### src/rtl/pair_pkg.sv
package pair_pkg;
  localparam int GRP_W = 3;
  localparam logic [GRP_W-1:0] GRP_EX = 3'd0;
  localparam logic [GRP_W-1:0] GRP_MT = 3'd1;
  localparam logic [GRP_W-1:0] GRP_BR = 3'd2;
  localparam logic [GRP_W-1:0] GRP_LS = 3'd3;
  localparam logic [GRP_W-1:0] GRP_FE = 3'd4;
  localparam logic [GRP_W-1:0] GRP_CO = 3'd5;
  // number of scoreboard lookups: 3 per slot
  localparam int N_LOOKUP = 6;
endpackage

### src/rtl/pair_class_matrix.sv
module pair_class_matrix
  import pair_pkg::*;
(
  input  logic [GRP_W-1:0] grp_pre,
  input  logic [GRP_W-1:0] grp_fol,
  output logic             compat
);
  logic pre_known, fol_known;

  always_comb begin
    pre_known = (grp_pre <= GRP_FE);
    fol_known = (grp_fol <= GRP_FE);
    compat    = 1'b0;
    if (pre_known && fol_known) begin
      if (grp_pre == GRP_MT || grp_fol == GRP_MT)
        compat = 1'b1;
      else
        compat = (grp_pre != grp_fol);
    end
  end
endmodule

### src/rtl/pair_page_check.sv
module pair_page_check #(
  parameter int ADDR_W  = 32,
  parameter int PAGE_LG = 10
) (
  input  logic [ADDR_W-1:0] addr,
  output logic              same_page
);
  logic [ADDR_W-1:0] next_addr;

  always_comb begin
    next_addr = addr + ADDR_W'(2);
    same_page = (addr[ADDR_W-1:PAGE_LG] == next_addr[ADDR_W-1:PAGE_LG]);
  end
endmodule

### src/rtl/pair_scoreboard.sv
module pair_scoreboard
  import pair_pkg::*;
#(
  parameter int NREG  = 8,
  parameter int LAT_W = 2,
  localparam int RIDX = $clog2(NREG)
) (
  input  logic                           clk,
  input  logic                           rst,
  input  logic [N_LOOKUP-1:0][RIDX-1:0]  q_idx,
  output logic [N_LOOKUP-1:0]            q_busy,
  input  logic                           set0_en,
  input  logic [RIDX-1:0]                set0_idx,
  input  logic [LAT_W-1:0]               set0_lat,
  input  logic                           set1_en,
  input  logic [RIDX-1:0]                set1_idx,
  input  logic [LAT_W-1:0]               set1_lat
);
  logic [NREG-1:0] busy_vec;

  for (genvar g = 0; g < NREG; g++) begin : g_reg
    logic [LAT_W-1:0] cnt_r;
    always_ff @(posedge clk) begin
      if (rst)
        cnt_r <= '0;
      else if (set0_en && set0_idx == RIDX'(g))
        cnt_r <= set0_lat;
      else if (set1_en && set1_idx == RIDX'(g))
        cnt_r <= set1_lat;
      else if (cnt_r != '0)
        cnt_r <= cnt_r - 1'b1;
    end
    assign busy_vec[g] = (cnt_r != '0);
  end

  for (genvar q = 0; q < N_LOOKUP; q++) begin : g_look
    assign q_busy[q] = busy_vec[q_idx[q]];
  end
endmodule

### src/rtl/pair_issue_gate.sv
module pair_issue_gate
  import pair_pkg::*;
#(
  parameter int ADDR_W  = 32,
  parameter int PAGE_LG = 10,
  parameter int NREG    = 8,
  parameter int LAT_W   = 2
) (
  input  logic                     clk,
  input  logic                     rst,
  input  logic                     stall,
  input  logic [ADDR_W-1:0]        pair_addr,
  input  logic                     p_valid,
  input  logic [2:0]               p_grp,
  input  logic [$clog2(NREG)-1:0]  p_src_a,
  input  logic [$clog2(NREG)-1:0]  p_src_b,
  input  logic [$clog2(NREG)-1:0]  p_dst,
  input  logic                     p_wr,
  input  logic [LAT_W-1:0]         p_lat,
  input  logic                     f_valid,
  input  logic [2:0]               f_grp,
  input  logic [$clog2(NREG)-1:0]  f_src_a,
  input  logic [$clog2(NREG)-1:0]  f_src_b,
  input  logic [$clog2(NREG)-1:0]  f_dst,
  input  logic                     f_wr,
  input  logic [LAT_W-1:0]         f_lat,
  output logic                     issue_pre,
  output logic                     issue_fol
);
  localparam int RIDX = $clog2(NREG);

  logic                          grp_ok, same_page;
  logic [N_LOOKUP-1:0][RIDX-1:0] q_idx;
  logic [N_LOOKUP-1:0]           q_busy;
  logic                          pre_hit, fol_hit, intra_dep;
  logic                          go_pre, go_fol;

  pair_class_matrix u_matrix (
    .grp_pre (p_grp),
    .grp_fol (f_grp),
    .compat  (grp_ok)
  );

  pair_page_check #(.ADDR_W(ADDR_W), .PAGE_LG(PAGE_LG)) u_page (
    .addr      (pair_addr),
    .same_page (same_page)
  );

  always_comb begin
    q_idx[0] = p_src_a;
    q_idx[1] = p_src_b;
    q_idx[2] = p_dst;
    q_idx[3] = f_src_a;
    q_idx[4] = f_src_b;
    q_idx[5] = f_dst;
  end

  pair_scoreboard #(.NREG(NREG), .LAT_W(LAT_W)) u_sb (
    .clk      (clk),
    .rst      (rst),
    .q_idx    (q_idx),
    .q_busy   (q_busy),
    .set0_en  (go_pre && p_wr),
    .set0_idx (p_dst),
    .set0_lat (p_lat),
    .set1_en  (go_fol && f_wr),
    .set1_idx (f_dst),
    .set1_lat (f_lat)
  );

  always_comb begin
    pre_hit   = q_busy[0] || q_busy[1] || (p_wr && q_busy[2]);
    fol_hit   = q_busy[3] || q_busy[4] || (f_wr && q_busy[5]);
    intra_dep = p_wr && ((f_src_a == p_dst) || (f_src_b == p_dst) ||
                         (f_wr && f_dst == p_dst));
    go_pre    = !stall && p_valid && !pre_hit;
    go_fol    = go_pre && f_valid && grp_ok && same_page &&
                !fol_hit && !intra_dep;
  end

  always_ff @(posedge clk) begin
    if (rst) begin
      issue_pre <= 1'b0;
      issue_fol <= 1'b0;
    end else begin
      issue_pre <= go_pre;
      issue_fol <= go_fol;
    end
  end
endmodule

### config.mk
export PLATFORM = sky130hd
export DESIGN_NAME = pair_issue_gate
export DESIGN_NICKNAME = d
export VERILOG_FILES = /design/src/rtl/pair_pkg.sv /design/src/rtl/pair_class_matrix.sv /design/src/rtl/pair_page_check.sv /design/src/rtl/pair_scoreboard.sv /design/src/rtl/pair_issue_gate.sv
export SDC_FILE = /design/constraint.sdc
export NUM_CORES = 1
export LEC_CHECK = 0
export BUFFER_PORTS_ARGS = -buffer_cell sky130_fd_sc_hd__buf_2
export CORE_AREA = 8 8 103 68
export DETAILED_ROUTE_END_ITERATION = 7
export DIE_AREA = 0 0 111 76
export PLACE_DENSITY = 0.63
export SYNTH_ARGS = -nofsm -noshare
export SYNTH_HDL_FRONTEND = slang
export SYNTH_SLANG_ARGS = --single-unit
### constraint.sdc
create_clock -name clk -period 4.1 [get_ports clk]
set_input_delay 0.82 -clock clk [delete_from_list [all_inputs] [get_ports clk]]
set_output_delay 0.82 -clock clk [all_outputs]
set_load 0.1 [all_outputs]
Yosys cells after proc, flatten, opt, wreduce, memory -nomap -nowiden --
Cells that the tools add are included.
Operators by class: $lt $le $gt $ge 8, multiplexer cells 38, $add $sub $neg 9, reduce and logical (&&, ||, !) cells 59, equal/unequal tests 21
Operators with widths (count):
- $mux 2 | 24
- $add 32x2->32 const B | 1
- $logic_and 1x1->1 | 30
- $eq 3x3->1 const B | 8
- $lt 3x4->1 const B | 6
- $reduce_bool 3->1 | 8
- $eq 22x22->1 | 1
- $bmux 1 s3 | 6
- $reduce_bool 2->1 | 8
- $sub 2x1->2 const B | 8
- $eq 3x1->1 const B | 4
- $eq 3x2->1 const B | 4
- $eq 3x3->1 | 3
- $mux 1 | 8
- $logic_or 1x1->1 | 7
- $le 3x3->1 const B | 2
- $logic_not 3->1 | 2
- $logic_not 1->1 | 4
- $ne 3x3->1 | 1
Storage, ports and cells: logic and storage cells 145, register bits after elaboration 18, output and inout bits 2, input bits 67

Logic depth before layout (Yosys ltp) --
Gate-level depths: netlist (run 1).
depth after elaboration 16, mapped depth 11, depth with buffers taken out 9

Modules after synthesis --
Synthesis (run 1) repeated with hierarchy kept, for this count alone.
Unflattened totals: cells, all modules 193, area total of the unflattened synthesis 1819.2 µm²
By module, submodules not included:
- pair_scoreboard | seq. area each 320.3 µm², instances 1, cells each 155, area an instance 1524.0 µm²
- pair_issue_gate | seq. area each 40.0 µm², instances 1, cells each 26, area an instance 219.0 µm²
- pair_class_matrix | seq. area each 0.0 µm², instances 1, cells each 8, area an instance 55.1 µm²
- pair_page_check | seq. area each 0.0 µm², instances 1, cells each 4, area an instance 21.3 µm²

Worst setup path before layout (run 1) --
Ideal clock, no wire load.
kind in2reg, from input p_dst[1], to register u_sb.g_reg[3].cnt_r[0], arrival 2749 ps, path slack 1218 ps, path buffers 1, setup time 133 ps, required time 3967 ps, stages 8, path through buf_2 -> xor2_1 -> o41ai_1 -> a2111oi_4 -> o2111ai_4 -> nor4_2 -> mux2i_1 -> a211oi_2
Between the ends: cells in the longest elaborated chain, start to end 15, elaborated cells on any way between the ends 27, classes of those cells eq/ne (4); mux (4); reduce/logical (19)
RTL lines:
- from (decl) | line pair_issue_gate.sv:17 | input logic [$clog2(NREG)-1:0] p_dst,
- $bmux 1 s3 | line pair_scoreboard.sv:37 | assign q_busy[q] = busy_vec[q_idx[q]];
- $mux 1 (implied by the code) | line pair_scoreboard.sv:37
- $logic_and 1x1->1 | line pair_issue_gate.sv:72 | pre_hit = q_busy[0] || q_busy[1] || (p_wr && q_busy[2]);
- $logic_or 1x1->1 | line pair_issue_gate.sv:72
- $logic_not 1->1 | line pair_issue_gate.sv:76 | go_pre = !stall && p_valid && !pre_hit;
- $logic_and 1x1->1 | line pair_issue_gate.sv:76
- $logic_and 1x1->1 (4 in a row) | line pair_issue_gate.sv:77 | go_fol = go_pre && f_valid && grp_ok && same_page &&
- $logic_and 1x1->1 | line pair_issue_gate.sv:78 | !fol_hit && !intra_dep;
- $logic_and 1x1->1 | line pair_issue_gate.sv:66 | .set1_en (go_fol && f_wr),
- $logic_and 1x1->1 | line pair_scoreboard.sv:28 | else if (set1_en && set1_idx == RIDX'(g))
- $mux 2 | line pair_scoreboard.sv:28
- $mux 2 | line pair_scoreboard.sv:26 | else if (set0_en && set0_idx == RIDX'(g))
- to (signal assigned) | line pair_scoreboard.sv:27 | cnt_r <= set0_lat;
- to (signal assigned) | line pair_scoreboard.sv:29 | cnt_r <= set1_lat;
- to (signal assigned) | line pair_scoreboard.sv:31 | cnt_r <= cnt_r - 1'b1;
- to (decl) | line pair_scoreboard.sv:22 | logic [LAT_W-1:0] cnt_r;
Parallel ways exist; a longest one is shown, timed or not. The select of a mux whose other input is x is not followed. A chain may end at the register's enable or synchronous reset.

Worst setup path in the final report (run 1) --
from input p_dst[1], to register u_sb.g_reg[6].cnt_r[1]
Between the ends: cells in the longest elaborated chain, start to end 15, elaborated cells on any way between the ends 27, classes of those cells eq/ne (4); mux (4); reduce/logical (19)
RTL lines (line):
- $bmux 1 s3 | pair_scoreboard.sv:37
- $mux 1 (implied by the code) | pair_scoreboard.sv:37
- $logic_and 1x1->1 | pair_issue_gate.sv:72
- $logic_or 1x1->1 | pair_issue_gate.sv:72
- $logic_not 1->1 | pair_issue_gate.sv:76
- $logic_and 1x1->1 | pair_issue_gate.sv:76
- $logic_and 1x1->1 (4 in a row) | pair_issue_gate.sv:77
- $logic_and 1x1->1 | pair_issue_gate.sv:78
- $logic_and 1x1->1 | pair_issue_gate.sv:66
- $logic_and 1x1->1 | pair_scoreboard.sv:28
- $mux 2 | pair_scoreboard.sv:28
- $mux 2 | pair_scoreboard.sv:26
- to (signal assigned) | pair_scoreboard.sv:27
- to (signal assigned) | pair_scoreboard.sv:29
- to (signal assigned) | pair_scoreboard.sv:31
- to (decl) | pair_scoreboard.sv:22
Parallel ways exist; a longest one is shown, timed or not. The select of a mux whose other input is x is not followed.

==> results of run 1 <==
flip-flops by register name (all words and copies together), names as in the netlist:
register,flops
issue_pre,1
issue_fol,1
u_sb.g.cnt_r,16
per-layer routing:
metal,part of all wire,up-vias,global-route usage
li1,-,981,-
met1,0.49,964,0.197
met2,0.43,68,0.205
met3,0.084,4,0.0362
met4,0.0049,0,0.0282
met5,0,-,0
layout by cell type, fill, tap and decap left out, types with 2 or more instances in the layout:
cell type,Yosys,final
inv_1,25,25
nor3_1,8,8
buf_2,10,45
o41ai_1,3,3
or3_1,4,4
a221oi_1,2,2
nand3_1,8,8
mux4_2,4,4
nor4_2,4,4
or4_1,2,2
xor2_1,10,10
nor4_4,4,4
nand3b_1,2,2
a211oi_1,10,10
a21o_1,2,2
nand2_1,20,20
mux4_1,3,3
nor2_1,16,16
a21oi_1,7,7
clkbuf_8,0,4
mux2i_1,21,21
nand2b_1,4,4
a311oi_1,3,3
dfxtp_1,18,18
ha_1,8,8
nand4_1,2,2
o21ai_0,11,11
xnor2_1,5,5
nor2b_1,7,7
nor4_1,2,2
report_power, final:
part,switching [mW],internal [mW]
Sequential,0.0360,0.244
Clock,0.0653,0.0855
Combinational,0.472,0.398
final cells by class:
type / count / share of cell area
multi-input combinational: 187 / 0.650
sequential: 18 / 0.152
timing repair buffer: 46 / 0.0979
inverter: 25 / 0.0395
tap: 72 / 0.0379
clock buffer: 4 / 0.0232
cell families after synthesis:
family	count (synthesis)
buf+inv	46
fa+ha+maj	8
mux	28
xor+xnor	15
simple gates	86
compound gates	50
flops	18
stage by stage:
| step | hold WS, ns | utilization | instance area [µm²] |
|---|---|---|---|
| after floorplan | 0.531 | - | 2100 |
| after global placement | 0.591 | 0.412 | 2320 |
| after detailed placement | 0.588 | 0.412 | 2320 |
| after CTS | 0.599 | 0.421 | 2380 |
| after global routing | 0.638 | 0.421 | 2380 |
| final | 0.601 | 0.421 | 2380 |
critical path, cell delays in order:
cell,delay [ns]
buf_2,0.30
mux2i_1,0.12
a32o_1,0.28
a311oi_2,0.28
nand4b_2,0.52
nor4_2,0.59
mux2i_1,0.23
a21oi_1,0.08
Yosys cell counts, drive strengths merged (2+ instances only):
cell type  number  area share
o41ai           3       0.013
nand2          20       0.036
nor4           10       0.070
a211oi         11       0.042
mux4            7       0.080
nand4           2      0.0060
a221oi          2      0.0083
xnor2           5       0.021
nand3           8       0.019
a2111oi         2       0.017
ha              8       0.048
nor2b           7       0.021
a21o            2      0.0071
inv            25       0.045
clkbuf          8       0.017
or3             4       0.012
or4             2      0.0071
a311oi          4       0.020
nor2           16       0.029
nor3            9       0.024
dfxtp          18        0.17
buf            13       0.031
xor2           10       0.042
nand3b          2      0.0071
a21oi           7       0.017
o21ai          11       0.026
nand2b          4       0.012
mux2i          21        0.10
worst max-delay path by stage:
stage	startpoint	end	slack [ns]	cells after the start
2_1_floorplan	p_dst[1]	u_sb.g_reg[3].cnt_r[0]	1.22	8
5_1_grt	p_dst[1]	u_sb.g_reg[6].cnt_r[1]	0.74	8
3_3_place_gp	p_dst[1]	u_sb.g_reg[6].cnt_r[1]	0.81	8
3_5_place_dp	p_dst[1]	u_sb.g_reg[2].cnt_r[0]	0.78	8
6_report	p_dst[1]	u_sb.g_reg[6].cnt_r[1]	1.01	8
4_1_cts	p_dst[1]	u_sb.g_reg[2].cnt_r[0]	1.03	8
==> results by group, run 1 <==
Final layout
  • Non-filler instance count after layout: 352
  • Nets: 356
  • Area added between synthesis and finish: 13.2%
  • Layout cells sized above 1: 0.246
  • Flip-flop and latch area: 360 µm²
  • Area of the multi-input gates: 1550 µm²
  • Final antenna diode count: 0
  • Layout fillers: 560

Synth
  • Area of the mapped netlist: 2100 µm²
  • Syn Inst Count: 251
  • Yosys cell types: 48
  • Synth Area in Simple Gates: 0.253
  • Ys Warns: 0
  • Register bit total from synthesis: 18
  • Net count after synthesis: 326
  • Largest family of logic cells by synthesized area: simple AND/OR/NAND/NOR gates
  • Synth Area in Compound Gates: 0.192
  • Synth Area in Adders: 0.0477
  • Post-synth EDFFs: 0
  • Syn_area_per_cell: 8.36 µm²
  • Mux contribution to synthesized area: 0.181
  • Top FF cell, synth: dfxtp_1
  • Post-Synth XOR/XNOR Area: 0.0626
  • Fraction of registers with async set/reset: 0
  • Post-synthesis sequential area ratio: 0.172

STA
  • Max frequency: 323 MHz
  • Worst Skew: 0.00121 ns
  • Final setup margin: 1.01 ns
  • Min Tclk post-route: 3.09 ns
  • Sum Neg Setup Slack: 0 ns
  • Final Hold Viols: 0
  • Slew HR: 0.521
  • RSZ-0062 raised after global routing: no
  • Tcrit/Tclk final: 0.754
  • Final setup fails: 0
  • Least-Margin Pin Slew: 0.700 ns
  • Max-slew violations: 0

Detailed routing
  • Via Count: 2017
  • DR iter-0 viols: 176
  • Antenna Nets Post-Route: 0
  • First-pass iteration count of the detailed router: 4
  • Vias/cell: 5.73
  • Routed WL: 5.88 mm
  • WL/cell: 16.7 µm
  • DR DRC count: 0

Clock network
  • Clock Sinks: 18
  • Clock slew at reported path FFs: 0.07 ns
  • Clock Latency Late Sink: 0.26 ns
  • # hold bufs at CTS: 0
  • Root Buffer: clkbuf_8
  • Longest Clk Path Bufs: 2
  • CTS tree: built
  • Postcts setup bufs: 0
  • Post-cts sizing count: 0
  • H-Tree Level Count: 1
  • Num CTS Buffers: 3

Global route
  • Global Route Usage Sum: 0.139
  • First-pass GRT wire length: 9.92 mm
  • Initial antenna violation count: 0
  • Global route total overflow: 0
  • Largest net degree at the start of global routing: 17
  • Vias in the first global route: 1955

Placed design
  • GPL Wtd Cong: 0.845
  • PortBufs: 45
  • Place WS: 0.778 ns
  • Placed cell count: 348
  • Post-DP HPWL: 4.67 mm

Flow run
  • Max-cap violations: 0

Power
  • Worst vdd ir: 0.000290 V
  • Power Total: 1.30 mW
  • Power density cells: 547 nW/µm²
  • Leak Pwr: 0.910 nW

Floorplanning
  • Core Region: 5640 µm²
  • Initial Util: 0.372
  • Die Wd: 111 µm
  • Height of the die: 76 µm
  • Top-Level Pins: 69
  • Cell Rows: 22
  • DIE AREA: 8440 µm²

Hold path
  • Worst Hold Path EP: u_sb.g_reg[6].cnt_r[0]
  • Hold Crit Start: u_sb.g_reg[6].cnt_r[0]
  • Hold crit path type: register to register
  • Hold depth: 2

Setup path
  • CP Launch Type: primary input
  • Worst reg2reg endpoint: u_sb.g_reg[6].cnt_r[1]
  • Crit. End Element: register
  • Worst-case reg-to-reg path depth: 9
  • R2r setup slk: 1.10 ns
  • Maximum fanout along the worst path: 16
  • WP data arrival: 3.23 ns
  • CP Data Required Time: 4.24 ns
  • Reg-to-Reg Start: u_sb.g_reg[3].cnt_r[0]
  • Crit path kind: primary input to register

Status
  • Status: complete, no violations
(Power assumes the default switching activity.)
==> run 2, diff against run 1 <==
==> constraint.sdc (replaced) <==
create_clock -name clk -period 3.2 [get_ports clk]
set_input_delay 0.64 -clock clk [delete_from_list [all_inputs] [get_ports clk]]
set_output_delay 0.64 -clock clk [all_outputs]
set_load 0.1 [all_outputs]
==> results by group, run 2 (same netlist as run 1, synthesis figures left out) <==
Final layout
  • Max reg flops: 16
  • Layout cells sized above 1: 0.267
  • Area added between synthesis and finish: 16.5%
  • Layout fillers: 559
  • Area of the multi-input gates: 1550 µm²
  • Top reg by flops: u_sb.g.cnt_r
  • Final antenna diode count: 0
  • Flip-flop and latch area: 360 µm²
  • Nets: 364
  • Commonest non-fill, non-tap cells in the layout: buf_2, inv_1, mux2i_1
  • Largest regs: u_sb.g.cnt_r (16), issue_fol (1), issue_pre (1)
  • Most common cell after layout, fill and taps aside: buf_2

Setup path
  • CP peak stage delay: 0.48 ns
  • CP Launch Type: register
  • Crit path kind: register to register
  • CP max stage cell: nor4_4
  • Crit path cell chain: inv_1 -> ha_1 -> mux4_1 -> o41ai_1 -> a2111oi_4 -> o2111ai_4 -> nor4_4 -> mux2i_1 -> a211oi_1
  • CP Data Required Time: 3.34 ns
  • Maximum fanout along the worst path: 10
  • WP data arrival: 3.13 ns
  • R2r setup slk: 0.21 ns
  • Crit. End Element: register

Clock network
  • Clock Sinks: 18
  • CTS tree: built
  • Root Buffer: clkbuf_8
  • H-Tree Level Count: 1
  • Clock slew at reported path FFs: 0.07 ns
  • Longest Clk Path Bufs: 2
  • Clock Latency Late Sink: 0.26 ns
  • Num CTS Buffers: 3
  • # hold bufs at CTS: 0

Placed design
  • PortBufs: 45
  • Post-DP HPWL: 4.92 mm
  • Place WS: 0.216 ns
  • GPL Wtd Cong: 0.880

Floorplanning
  • Core Region: 5640 µm²
  • Initial Util: 0.372
  • DIE AREA: 8440 µm²
  • Cell Rows: 22
  • Height of the die: 76 µm
  • Top-Level Pins: 69
  • Die Wd: 111 µm

STA
  • Final setup fails: 0
  • Tcrit/Tclk final: 0.935
  • Max frequency: 334 MHz
  • Least-Margin Pin Slew: 0.555 ns
  • Worst Skew: 0.00139 ns
  • Max-slew violations: 0
  • Final Hold Viols: 0
  • Final setup margin: 0.206 ns
  • Slew HR: 0.621
  • Min Tclk post-route: 2.99 ns

Detailed routing
  • Routed WL: 6.27 mm
  • WL/cell: 17.4 µm
  • DR iter-0 viols: 112
  • Vias/cell: 5.62
  • Antenna Nets Post-Route: 0
  • DR DRC count: 0
  • Via Count: 2023
  • First-pass iteration count of the detailed router: 4

Global route
  • Global route total overflow: 0
  • Vias in the first global route: 1976
  • Global Route Usage Sum: 0.146
  • First-pass GRT wire length: 10.3 mm
  • Initial antenna violation count: 0
  • Largest net degree at the start of global routing: 17

Power
  • Power density cells: 723 nW/µm²
  • Leak Pwr: 0.955 nW
  • Power Total: 1.77 mW
  • Worst vdd ir: 0.000360 V

Hold path
  • Hold crit path type: register to register

Status
  • Status: complete, no violations

Flow run
  • Max-cap violations: 0
## run 2: cell types whose count changed in the layout (fill, tap and decap cells not counted)
cell    previous run  this run
nor4_4             4         5
buf_4              1         9
nor4_2             4         3
## run 2: power by group
group          internal, mW  switching (mW)  total (mW)  leakage, nW
combinational         0.566           0.655        1.22        0.778
sequential            0.313          0.0449       0.358        0.149
clock                 0.110          0.0811       0.191       0.0288
total                 0.988           0.781        1.77        0.955
## run 2: timing repair
item                       in CTS  in global routing
setup buffers                   0                  0
setup endpoints to repair       0                  1
resized for setup               0                  1
## run 2: area by class of cell
cell class | count | share of cell area
clock buffers | 4 | 0.0225
inverters | 25 | 0.0384
multi-input cells | 187 | 0.635
flip-flops and latches | 18 | 0.147
well taps | 72 | 0.0368
repair buffers | 54 | 0.120
## run 2: final timing paths
check | to | cells past startpoint | startpoint
min | u_sb.g_reg[6].cnt_r[0] | 2 | u_sb.g_reg[6].cnt_r[0]
min reg2reg | u_sb.g_reg[6].cnt_r[0] | 2 | u_sb.g_reg[6].cnt_r[0]
max | u_sb.g_reg[5].cnt_r[0] | 9 | u_sb.g_reg[2].cnt_r[0]
max reg2reg | u_sb.g_reg[5].cnt_r[0] | 9 | u_sb.g_reg[2].cnt_r[0]
## run 2: per-layer routing
| layer | share of wire | global-route usage | up-vias |
|---|---|---|---|
| met1 | 0.47 | 0.212 | 949 |
| met3 | 0.080 | 0.0275 | 7 |
| met4 | 0.0065 | 0.0228 | 0 |
| li1 | - | - | 994 |
| met2 | 0.45 | 0.218 | 73 |
| met5 | 0 | 0 | - |
## run 2: metrics by stage
step / hold WS [ns] / cell area [µm²] / utilization / setup TNS [ns] / cells
after floorplan: 0.531 / 2100 / - / 0 / 251
after global placement: 0.575 / 2380 / 0.422 / 0 / 356
after detailed placement: 0.602 / 2380 / 0.422 / 0 / 356
after CTS: 0.614 / 2440 / 0.432 / 0 / 360
after global routing: 0.636 / 2450 / 0.433 / -0.00606 / 360
final: 0.605 / 2450 / 0.433 / 0 / 360
## run 2: worst max-delay path: cells and delay by family, from the launching register on
kind | cells | cell delay [ns]
AO/OA/AOI/OAI | 4 | 0.98
multiplexers | 2 | 0.60
AND/OR/NAND/NOR | 1 | 0.48
adder cells (fa/ha/maj) | 1 | 0.41
flip-flops | 1 | 0.32
buffers and inverters | 1 | 0.06
==> run 3, diff against run 2 <==
--- a/config.mk
+++ b/config.mk
@@ -7,6 +7,7 @@
 export LEC_CHECK = 0
 export BUFFER_PORTS_ARGS = -buffer_cell sky130_fd_sc_hd__buf_2
 export CORE_AREA = 8 8 103 68
+export CTS_CLUSTER_DIAMETER = 100
 export DETAILED_ROUTE_END_ITERATION = 7
 export DIE_AREA = 0 0 111 76
 export PLACE_DENSITY = 0.63
==> constraint.sdc (replaced) <==
create_clock -name clk -period 3.2 [get_ports clk]
set_input_delay 0.48 -clock clk [delete_from_list [all_inputs] [get_ports clk]]
set_output_delay 0.48 -clock clk [all_outputs]
set_load 0.1 [all_outputs]
==> results by group, run 3 (same netlist as run 1, synthesis figures left out) <==
Final layout
  • Area added between synthesis and finish: 16.2%
  • Max reg flops: 16
  • Commonest non-fill, non-tap cells in the layout: buf_2, inv_1, mux2i_1
  • Layout cells sized above 1: 0.265
  • Most common cell after layout, fill and taps aside: buf_2
  • Top reg by flops: u_sb.g.cnt_r
  • Flip-flop and latch area: 360 µm²
  • Nets: 363
  • Largest regs: u_sb.g.cnt_r (16), issue_fol (1), issue_pre (1)
  • Area of the multi-input gates: 1550 µm²
  • Final antenna diode count: 0
  • Layout fillers: 550
  • Final instance area: 2440 µm²

Setup path
  • Critical Path Source: u_sb.g_reg[2].cnt_r[0]
  • Crit. End Element: register
  • Crit path kind: register to register
  • CP Data Required Time: 3.37 ns
  • Reg-to-Reg Start: u_sb.g_reg[2].cnt_r[0]
  • WP data arrival: 3.11 ns
  • CP Launch Type: register
  • Worst-case reg-to-reg path depth: 9
  • Maximum fanout along the worst path: 10

Floorplanning
  • Height of the die: 76 µm
  • Cell Rows: 22
  • Die Wd: 111 µm
  • DIE AREA: 8440 µm²
  • Initial Util: 0.372
  • Core Region: 5640 µm²
  • Top-Level Pins: 69

Clock network
  • Clock slew at reported path FFs: 0.07 ns
  • # hold bufs at CTS: 0
  • Clock Latency Late Sink: 0.26 ns
  • H-Tree Level Count: 1
  • Root Buffer: clkbuf_8
  • Longest Clk Path Bufs: 2
  • CTS tree: built
  • Postcts setup bufs: 0
  • Num CTS Buffers: 3
  • Clock Sinks: 18

Power
  • Clock network power share: 0.111
  • Internal power: 984 µW
  • Worst vdd ir: 0.000379 V
  • Sequential power share: 0.203
  • Switch Pwr: 770 µW
  • Leak Pwr: 0.951 nW
  • Sw frac: 0.439
  • Gate power share: 0.686
  • Power density cells: 719 nW/µm²

Placed design
  • PortBufs: 45
  • GPL Wtd Cong: 0.879
  • Post-DP HPWL: 4.87 mm
  • Place WS: 0.252 ns
  • Placement Cell Area: 2370 µm²

STA
  • Min Tclk post-route: 2.95 ns
  • RSZ-0062 raised after global routing: no
  • Fin Hold WS: 0.573 ns
  • Worst Skew: 0.00147 ns
  • Sum Neg Setup Slack: 0 ns
  • Least-Margin Pin Slew: 0.562 ns
  • Max-slew violations: 0
  • Final setup fails: 0
  • Tcrit/Tclk final: 0.922
  • Final setup margin: 0.251 ns
  • Slew HR: 0.621
  • Max frequency: 339 MHz
  • Final Hold Viols: 0

Detailed routing
  • DR iter-0 viols: 133
  • Antenna Nets Post-Route: 0
  • DR DRC count: 0
  • Via Count: 2018
  • Routed WL: 6.23 mm
  • Vias/cell: 5.62
  • WL/cell: 17.3 µm
  • First-pass iteration count of the detailed router: 4

Hold path
  • Hold Crit Start: f_lat[0]
  • Hold depth: 3
  • Hold crit path type: primary input to register

Global route
  • Vias in the first global route: 2003
  • Global route total overflow: 0
  • Initial antenna violation count: 0
  • First-pass GRT wire length: 10.3 mm
  • Largest net degree at the start of global routing: 17
  • Global Route Usage Sum: 0.145

Flow run
  • Max-cap violations: 0

Status
  • Status: complete, no violations
## run 3: layout make-up
| cell class | instances | area share |
|---|---|---|
| multi-input cells | 187 | 0.637 |
| flip-flops and latches | 18 | 0.148 |
| repair buffers | 53 | 0.117 |
| inverters | 25 | 0.0385 |
| well taps | 72 | 0.0369 |
| clock buffers | 4 | 0.0226 |
## run 3: final timing paths
| path | end | slack, ns |
|---|---|---|
| hold reg to reg | u_sb.g_reg[6].cnt_r[0] | 0.60 |
| hold / removal | u_sb.g_reg[6].cnt_r[0] | 0.57 |
| setup / recovery | u_sb.g_reg[0].cnt_r[0] | 0.25 |
| setup reg to reg | u_sb.g_reg[0].cnt_r[0] | 0.25 |
## run 3: per-layer routing
layer  wire length, µm  global-route usage  vias up  share of wire
met3               552              0.0385        4          0.089
met5                 0                   0        -              0
li1                  -                   -      988              -
met4                19              0.0161        0         0.0031
met2              2670               0.212       84           0.43
met1              2980               0.210      942           0.48
## run 3: through the flow
stage,std cells,util,power (mW)
floorplan,251,-,1.25
global placement,355,0.421,1.52
detailed placement,355,0.421,1.55
CTS,359,0.431,1.75
global route,359,0.432,1.91
finish,359,0.432,1.75
## run 3: power groups by stage
| stage | sequential (mW) | combinational (mW) | clock (mW) |
|---|---|---|---|
| 3_3_place_gp | 0.361 | 1.16 | 0 |
| 2_1_floorplan | 0.366 | 0.879 | 0 |
| 3_5_place_dp | 0.362 | 1.19 | 0 |
| 6_report | 0.357 | 1.20 | 0.194 |
| 5_1_grt | 0.364 | 1.34 | 0.203 |
| 4_1_cts | 0.357 | 1.19 | 0.199 |
## run 3: timing repair
action,4_1_cts,5_1_grt
endpoints found under the hold margin,0,0
endpoints found under the setup margin,0,1
gates resized for setup,0,1
## run 3: worst max-delay path, stage by stage, from the launching register on
cell	delay, ns
dfxtp_1	0.32
inv_1	0.06
ha_1	0.39
mux4_1	0.32
o41ai_1	0.11
a2111oi_4	0.41
o2111ai_4	0.37
nor4_4	0.45
mux2i_1	0.12
a221oi_1	0.29
